## config.mk

```make
export PLATFORM = sky130hd
export DESIGN_NAME = bc_retry_seq
export DESIGN_NICKNAME = d
export VERILOG_FILES = /design/src/rtl/bc_retry_pkg.sv /design/src/rtl/bc_gap_timer.sv /design/src/rtl/bc_retry_judge.sv /design/src/rtl/bc_retry_seq.sv
export SDC_FILE = /design/constraint.sdc
export NUM_CORES = 1
export LEC_CHECK = 0
export CAP_MARGIN = 20
export CORE_ASPECT_RATIO = 2
export CORE_MARGIN = 1.5
export CORE_UTILIZATION = 55
export DETAILED_ROUTE_END_ITERATION = 10
export DONT_BUFFER_PORTS = 1
export HOLD_SLACK_MARGIN = 0.12
export PLACE_DENSITY = 0.67
export REMOVE_ABC_BUFFERS = 1
export SLEW_MARGIN = 10
export SYNTH_ARGS = -nofsm -noshare
export SYNTH_HDL_FRONTEND = slang
export SYNTH_SLANG_ARGS = --single-unit
```

## constraint.sdc

```tcl
create_clock -name clk -period 2.78 [get_ports clk]
set_clock_uncertainty 0.05 [all_clocks]
set_input_delay 0.278 -clock clk [delete_from_list [all_inputs] [get_ports clk]]
set_output_delay 0.278 -clock clk [all_outputs]
set_load 0.05 [all_outputs]
```

## src/rtl/bc_retry_pkg.sv

```systemverilog
package bc_retry_pkg;

  // attempt result codes
  typedef enum logic [1:0] {
    RES_OK     = 2'd0,
    RES_NORESP = 2'd1,
    RES_BUSY   = 2'd2,
    RES_MERR   = 2'd3
  } res_e;

  typedef enum logic [1:0] {
    ST_IDLE  = 2'd0,
    ST_FETCH = 2'd1,
    ST_WAIT  = 2'd2,
    ST_SPACE = 2'd3
  } seq_state_e;

  // control word field positions
  localparam int CW_GAP_LSB = 0;
  localparam int CW_BUS_BIT = 8;
  localparam int CW_RTY_BIT = 9;

endpackage

```

## src/rtl/bc_gap_timer.sv

```systemverilog
module bc_gap_timer #(
  parameter int GAP_W    = 8,
  parameter int UNIT_CYC = 4
) (
  input  logic             clk,
  input  logic             rst,
  input  logic             arm,
  input  logic [GAP_W-1:0] gap,
  output logic             due
);
  localparam int LIM_MAX = ((1 << GAP_W) - 1) * UNIT_CYC;
  localparam int EL_W    = $clog2(LIM_MAX + 3) + 1;

  logic [EL_W-1:0] elapsed;
  logic [EL_W:0]   limit;
  logic [EL_W:0]   ahead;

  // elapsed counts cycles since the first attempt, saturating
  always_ff @(posedge clk) begin
    if (rst || arm) begin
      elapsed <= '0;
    end else if (elapsed != {EL_W{1'b1}}) begin
      elapsed <= elapsed + 1'b1;
    end
  end

  // due: a launch issued after the next request lands at or past the limit
  always_comb begin
    limit = (EL_W+1)'(gap) * (EL_W+1)'(UNIT_CYC);
    ahead = {1'b0, elapsed} + (EL_W+1)'(2);
    due   = (ahead >= limit);
  end
endmodule

```

## src/rtl/bc_retry_judge.sv

```systemverilog
module bc_retry_judge
  import bc_retry_pkg::*;
#(
  parameter int CNT_W = 2,
  parameter int TRY_W = 3
) (
  input  logic [1:0]       res_code,
  input  logic             blk_rty_en,
  input  logic             busy_en,
  input  logic             merr_en,
  input  logic [CNT_W-1:0] retry_num,
  input  logic [TRY_W-1:0] used,
  output logic             do_retry,
  output logic             do_irq
);
  res_e             code;
  logic             eligible;
  logic [TRY_W-1:0] budget;
  logic             has_budget;

  always_comb begin
    code = res_e'(res_code);
    unique case (code)
      RES_NORESP: eligible = blk_rty_en;
      RES_BUSY:   eligible = blk_rty_en && busy_en;
      RES_MERR:   eligible = blk_rty_en && merr_en;
      default:    eligible = 1'b0;
    endcase
    budget     = TRY_W'(retry_num) + TRY_W'(1);
    has_budget = (used < budget);
    do_retry   = eligible && has_budget;
    do_irq     = eligible && !has_budget;
  end
endmodule

```

## src/rtl/bc_retry_seq.sv

```systemverilog
module bc_retry_seq
  import bc_retry_pkg::*;
#(
  parameter int UNIT_CYC = 4,
  parameter int CW_W     = 16,
  parameter int GAP_W    = 8,
  parameter int CNT_W    = 2
) (
  input  logic            clk,
  input  logic            rst,
  input  logic            start_en,
  input  logic [CNT_W-1:0] cfg_retry_num,
  input  logic            cfg_opp_bus,
  input  logic            cfg_busy_en,
  input  logic            cfg_merr_en,
  output logic            blk_req,
  input  logic            blk_valid,
  input  logic [CW_W-1:0] blk_ctrl,
  output logic            msg_go,
  output logic            msg_bus,
  output logic [2:0]      msg_try,
  input  logic            res_valid,
  input  logic [1:0]      res_code,
  output logic            irq_exhaust
);
  localparam int TRY_W = 3;

  seq_state_e      state;
  logic [CW_W-1:0] cw_q;
  logic            first_bus;
  logic            arm_first;
  logic            due;
  logic            do_retry;
  logic            do_irq;
  logic            retry_bus;

  assign arm_first = (state == ST_FETCH) && blk_valid && !start_en;
  assign retry_bus = cfg_opp_bus ? ~first_bus : first_bus;

  bc_gap_timer #(
    .GAP_W   (GAP_W),
    .UNIT_CYC(UNIT_CYC)
  ) u_gap (
    .clk(clk),
    .rst(rst),
    .arm(arm_first),
    .gap(cw_q[CW_GAP_LSB +: GAP_W]),
    .due(due)
  );

  bc_retry_judge #(
    .CNT_W(CNT_W),
    .TRY_W(TRY_W)
  ) u_judge (
    .res_code  (res_code),
    .blk_rty_en(cw_q[CW_RTY_BIT]),
    .busy_en   (cfg_busy_en),
    .merr_en   (cfg_merr_en),
    .retry_num (cfg_retry_num),
    .used      (msg_try),
    .do_retry  (do_retry),
    .do_irq    (do_irq)
  );

  always_ff @(posedge clk) begin
    if (rst) begin
      state       <= ST_IDLE;
      cw_q        <= '0;
      first_bus   <= 1'b0;
      blk_req     <= 1'b0;
      msg_go      <= 1'b0;
      msg_bus     <= 1'b0;
      msg_try     <= '0;
      irq_exhaust <= 1'b0;
    end else begin
      msg_go      <= 1'b0;
      irq_exhaust <= 1'b0;
      if (start_en) begin
        state   <= ST_FETCH;
        blk_req <= 1'b1;
      end else begin
        unique case (state)
          ST_FETCH: begin
            if (blk_valid) begin
              cw_q      <= blk_ctrl;
              first_bus <= blk_ctrl[CW_BUS_BIT];
              msg_bus   <= blk_ctrl[CW_BUS_BIT];
              msg_try   <= '0;
              msg_go    <= 1'b1;
              blk_req   <= 1'b0;
              state     <= ST_WAIT;
            end
          end
          ST_WAIT: begin
            if (res_valid) begin
              if (do_retry) begin
                msg_go  <= 1'b1;
                msg_bus <= retry_bus;
                msg_try <= msg_try + 1'b1;
              end else begin
                irq_exhaust <= do_irq;
                if (due) begin
                  blk_req <= 1'b1;
                  state   <= ST_FETCH;
                end else begin
                  state <= ST_SPACE;
                end
              end
            end
          end
          ST_SPACE: begin
            if (due) begin
              blk_req <= 1'b1;
              state   <= ST_FETCH;
            end
          end
          default: begin
            state <= ST_IDLE;
          end
        endcase
      end
    end
  end
endmodule

```

# After elaboration in Yosys (flattened, before gate mapping)

Index checks and enable logic that the tools add are counted.

Flip-flop bits (word level): 31
Input port bits: 28
Output and inout bits: 7
Logic and storage cells: 81

$add $sub $neg: 4
Magnitude comparators: 2
Equal/unequal tests: 16
Multiplexer cells: 27
Bitwise operators: 4
Reduce and logical (&&, ||, !) cells: 18

Operators by type and width:

| operator                | number |
|---|---|
| $mux W1                 | 13 |
| $add A11 B2 Y12 const B | 1 |
| $ge A12 B10 Y1          | 1 |
| $ne A3 B3 Y1 const B    | 4 |
| $reduce_and A4 Y1       | 3 |
| $add A11 B1 Y11 const B | 1 |
| $ne A11 B11 Y1 const B  | 1 |
| $mux W2                 | 5 |
| $ne A2 B2 Y1 const B    | 5 |
| $mux W3                 | 3 |
| $eq A2 B2 Y1 const B    | 4 |
| $logic_and A1 B1 Y1     | 6 |
| $pmux W1 S3             | 2 |
| $pmux W2 S3             | 1 |
| $pmux W3 S2             | 1 |
| $reduce_and A5 Y1       | 1 |
| $reduce_or A5 Y1        | 1 |
| $eq A2 B1 Y1 const B    | 2 |
| $not A1 Y1              | 4 |
| $pmux W1 S2             | 2 |
| $reduce_bool A4 Y1      | 1 |
| $add A2 B1 Y3 const B   | 1 |
| $add A3 B1 Y3 const B   | 1 |
| $lt A3 B3 Y1            | 1 |
| other kinds (5)         | 6 |

# Longest topological paths before layout

Word-level depth: 7
Depth in mapped cells: 11
Gate-level depth less buffers: 11

# Hierarchy

From an unflattened synthesis, not the netlist that was laid out.

Cell total of the unflattened synthesis: 217
Area total of the unflattened synthesis: 1916.8 sq um

By module, submodules not included:

| module         | times used | cells each | area an instance (sq um) | sequential area each (sq um) |
|---|---|---|---|---|
| bc_retry_seq   | 1          | 99         | 957.2                    | 380.4 |
| bc_gap_timer   | 1          | 105        | 867.1                    | 220.2 |
| bc_retry_judge | 1          | 13         | 92.6                     | 0.0 |

# Worst setup path before layout

Ideal clock, no wire load.

Path kind: reg2reg
From: register u_gap.elapsed[1]
To: register state[0]
Setup time: 0.136 ns
Data arrival time: 2.317 ns
Required time: 2.594 ns
Slack: 0.277 ns
Cell stages (with the launch flop): 12
Buffers on the path: 0
Clock period less this slack: 2.503 ns
Cell sequence: dfxtp_1 -> ha_1 -> nand2_1 -> nor2_1 -> xor2_1 -> ha_1 -> and3_1 -> o311ai_0 -> a31oi_1 -> a2111oi_4 -> a2111oi_0 -> a211oi_1

Longest elaborated chain between the ends: 4

RTL lines:

| element                            | line               | RTL |
|---|---|---|
| start, declared                    | bc_gap_timer.sv:14 | `logic [EL_W-1:0] elapsed;` |
| start signal, assigned             | bc_gap_timer.sv:23 | `elapsed <= elapsed + 1'b1;` |
| $add A11 B2 Y12                    | bc_gap_timer.sv:30 | `ahead = {1'b0, elapsed} + (EL_W+1)'(2);` |
| $ge A12 B10 Y1                     | bc_gap_timer.sv:31 | `due = (ahead >= limit);` |
| $ne A3 B3 Y1 (no source line)      | n/a                |  |
| $reduce_and A4 Y1 (no source line) | n/a                |  |
| end signal, assigned               | bc_retry_seq.sv:67 | `state <= ST_IDLE;` |
| end signal, assigned               | bc_retry_seq.sv:79 | `state <= ST_FETCH;` |
| end signal, assigned               | bc_retry_seq.sv:91 | `state <= ST_WAIT;` |
| end, declared                      | bc_retry_seq.sv:28 | `seq_state_e state;` |

No other way between the ends.
A chain may end at the register's enable or synchronous reset.

# Final worst setup path

Ends and elaborated chain as after synthesis.

==> impl_metrics.tcl <==
set metrics [dict create \
    final_cell_mix "nand2_1, dfxtp_1, nor2_1" \
    leakage_uw 0.000840 \
    crit_slowest_cell "a2111oi_2" \
    die_x_um 43.5 \
    cts-buffers-inserted 5 \
    ctsLongestPathBuffers 2 \
    num_io_pins 35 \
    path_delay_family "compound AO/OA/AOI/OAI gates" \
    drc_errors 0 \
    path_clk_slew_ns 0.07 \
    status "completed" \
    cts.sinks 30 \
    post_cts_buffers 0 \
    synth_area_per_cell_sq_um 8.25 \
    fin_ws_ns 0.202 \
    diodes 0 \
    htreeDepth 2 \
    grt_overflow 0 \
    endpoint_kind "flip-flop" \
    cp.buffers_inverters 1 \
    avgViaCountPerCell 5.67 \
    num-nets-final 284 \
    dpl.cell_count 248 \
    critPathLaunchType "flip-flop" \
    grtUsageMet1_pct 19.8 \
    power-per-cell-area_nw_per_um2 445 \
    timing.final.crit_share_pct 92.7 \
    min_path_type "input port to flip-flop" \
    multi_input_area_sq_um 1110 \
    arrival_ns 2.67 \
    finalNonFillerCells 269 \
    cts_tree "built" \
    insertion_delay_ns 0.28 \
    ys_async_sr_fraction_pct 0 \
    place_hpwl_um 2880 \
    dieArea_sq_um 3660 \
    synth-seq-cells 30 \
    wire_per_inst_um 14.2 \
    pre_cts_ws_ns 0.146 \
    seq_area_sq_um 601 \
    maxSlewHeadroom_pct 55.6 \
    max_freq_mhz 388 \
    cpMostUsedCell "ha_1" \
    worst-path-max-fanout 4 \
    grt_use_total_pct 23.2 \
    synth_area_sq_um 1810 \
    rsz0062_at_grt "no" \
    fp-row-count 29 \
    antenna_found_initial 0 \
    coreArea_sq_um 3160 \
    syn_inst 219 \
    fill_cells 282 \
    grt_util_met2_pct 46.7 \
    detail-route-antenna-nets 0 \
    final_common_cell "nand2_1" \
    reg2reg_slack_ns 0.20 \
    whs_ns 0.143 \
    die_h_um 84.1 \
    setup_viol 0 \
    synth_flop_cell "dfxtp_1" \
    drt_pass1_iterations 4 \
    grt_first_pass_wirelength_um 6450 \
    grt_pass1_vias 1599 \
    critical-path-max-stage-delay_ns 0.37 \
    path_cells "ha_1 -> buf_4 -> nand3_1 -> xnor2_1 -> ha_1 -> and3_1 -> o311ai_0 -> a31oi_1 -> a2111oi_4 -> a2111oi_2 -> a211oi_1" \
    drive_gt1_share_pct 10.5 \
    vias 1525 \
    synth-seq-area-share_pct 33.2 \
    setup_tns_ns 0 \
    port_buffers 0 \
    start_util_pct 57.2 \
    syn_to_final_growth_pct 15.0 \
    grt-busiest-layer "met2" \
    ir_drop_mv 0.406 \
    synth.distinct_cells 44 \
    crit_required_ns 2.88 \
    wirelength_um 3830 \
    grt_max_degree 17 \
    final_util_pct 65.8 \
    drt_iter0_markers 14 \
    gp_congestion 0.804 \
    yosysWarnings 0 \
    cap_violations 0 \
    hold_viol_final 0 \
    path_class "flip-flop to flip-flop" \
    grt_use_met3_pct 5.19 \
    final_max_slew_viol_count 0 \
    synth_edf_count 0 \
    root_buffer "clkbuf_8" \
    tightestPinTransition_ns 0.664 \
    min_period_ns 2.58 \
]
[cells in the mapped netlist (2+ instances only)]
| master | number | area [sq um] |
|---|---|---|
| a211oi_1 | 3 | 22.5 |
| inv_1 | 16 | 60.1 |
| xnor2_1 | 8 | 70.1 |
| nand3_1 | 9 | 45.0 |
| clkbuf_1 | 5 | 18.8 |
| nor2_1 | 23 | 86.3 |
| nor2b_1 | 3 | 18.8 |
| ha_1 | 19 | 238 |
| o21ai_0 | 3 | 15.0 |
| and3_1 | 4 | 25.0 |
| nand2_1 | 32 | 120 |
| dfxtp_1 | 30 | 601 |
| nand4_1 | 2 | 12.5 |
| xor2_1 | 6 | 52.6 |
| nor3_1 | 2 | 10.0 |
| nand2b_1 | 3 | 18.8 |
| a31oi_1 | 4 | 25.0 |
| a21oi_1 | 21 | 105 |
[metrics by stage]
stage / total power [uW] / area, sq um
6_report: 924 / 2080
5_1_grt: 972 / 2080
4_1_cts: 930 / 2070
3_5_place_dp: 550 / 1850
3_3_place_gp: 544 / 1850
2_1_floorplan: 528 / 1760
[what timing repair did]
| action | in CTS | in global routing |
|---|---|---|
| hold endpoints to repair | 17 | 0 |
| gates resized for setup | 0 | 3 |
| endpoints found under the setup margin | 0 | 1 |
| hold buffers | 13 | 0 |
[layout make-up]
cell class | count | area share [%]
multi-input combinational | 165 | 53.5
sequential | 30 | 28.9
timing repair buffer | 19 | 8.43
clock buffer | 7 | 4.15
inverter | 16 | 2.89
tap | 31 | 1.87
clock inverter | 1 | 0.241
[where the power goes]
part           total (uW)  switching [uW]  leakage [uW]  internal [uW]
logic                 103            54.6      0.000548           48.7
clock network         363             163     0.0000482            199
registers             458            16.9      0.000243            441
[kinds of logic (layout without fill, tap and decap cells)]
logic type | count (synthesis) | after routing | synth area share, %
AND/OR/NAND/NOR | 91 | 91 | 25.9
adder cells (fa/ha/maj) | 19 | 19 | 13.2
flip-flops | 30 | 30 | 33.2
XOR/XNOR | 14 | 14 | 6.79
multiplexers | 2 | 2 | 1.38
AO/OA/AOI/OAI | 39 | 39 | 13.9
buffers and inverters | 24 | 43 | 5.68
[registers in the layout (all words and copies together) (netlist names)]
register	count
blk_req	1
msg_go	1
state	2
irq_exhaust	1
cw_q	10
msg_bus	1
u_gap.elapsed	11
msg_try	3
[per-layer routing]
| metal | up-vias | share of wire, % |
|---|---|---|
| met5 | - | 0 |
| met4 | 0 | 1.1 |
| met3 | 4 | 3.5 |
| met2 | 25 | 61 |
| met1 | 715 | 34 |
| li1 | 781 | - |
[path summary, 6_finish.rpt]
kind | end | startpoint | depth (start not counted)
worst max-delay path | state[0] | u_gap.elapsed[1] | 11
worst max register to register | state[0] | u_gap.elapsed[1] | 11
worst min register to register | cw_q[2] | cw_q[2] | 2
worst min-delay path | state[0] | start_en | 2
Power figures use the tool's default switching activity.
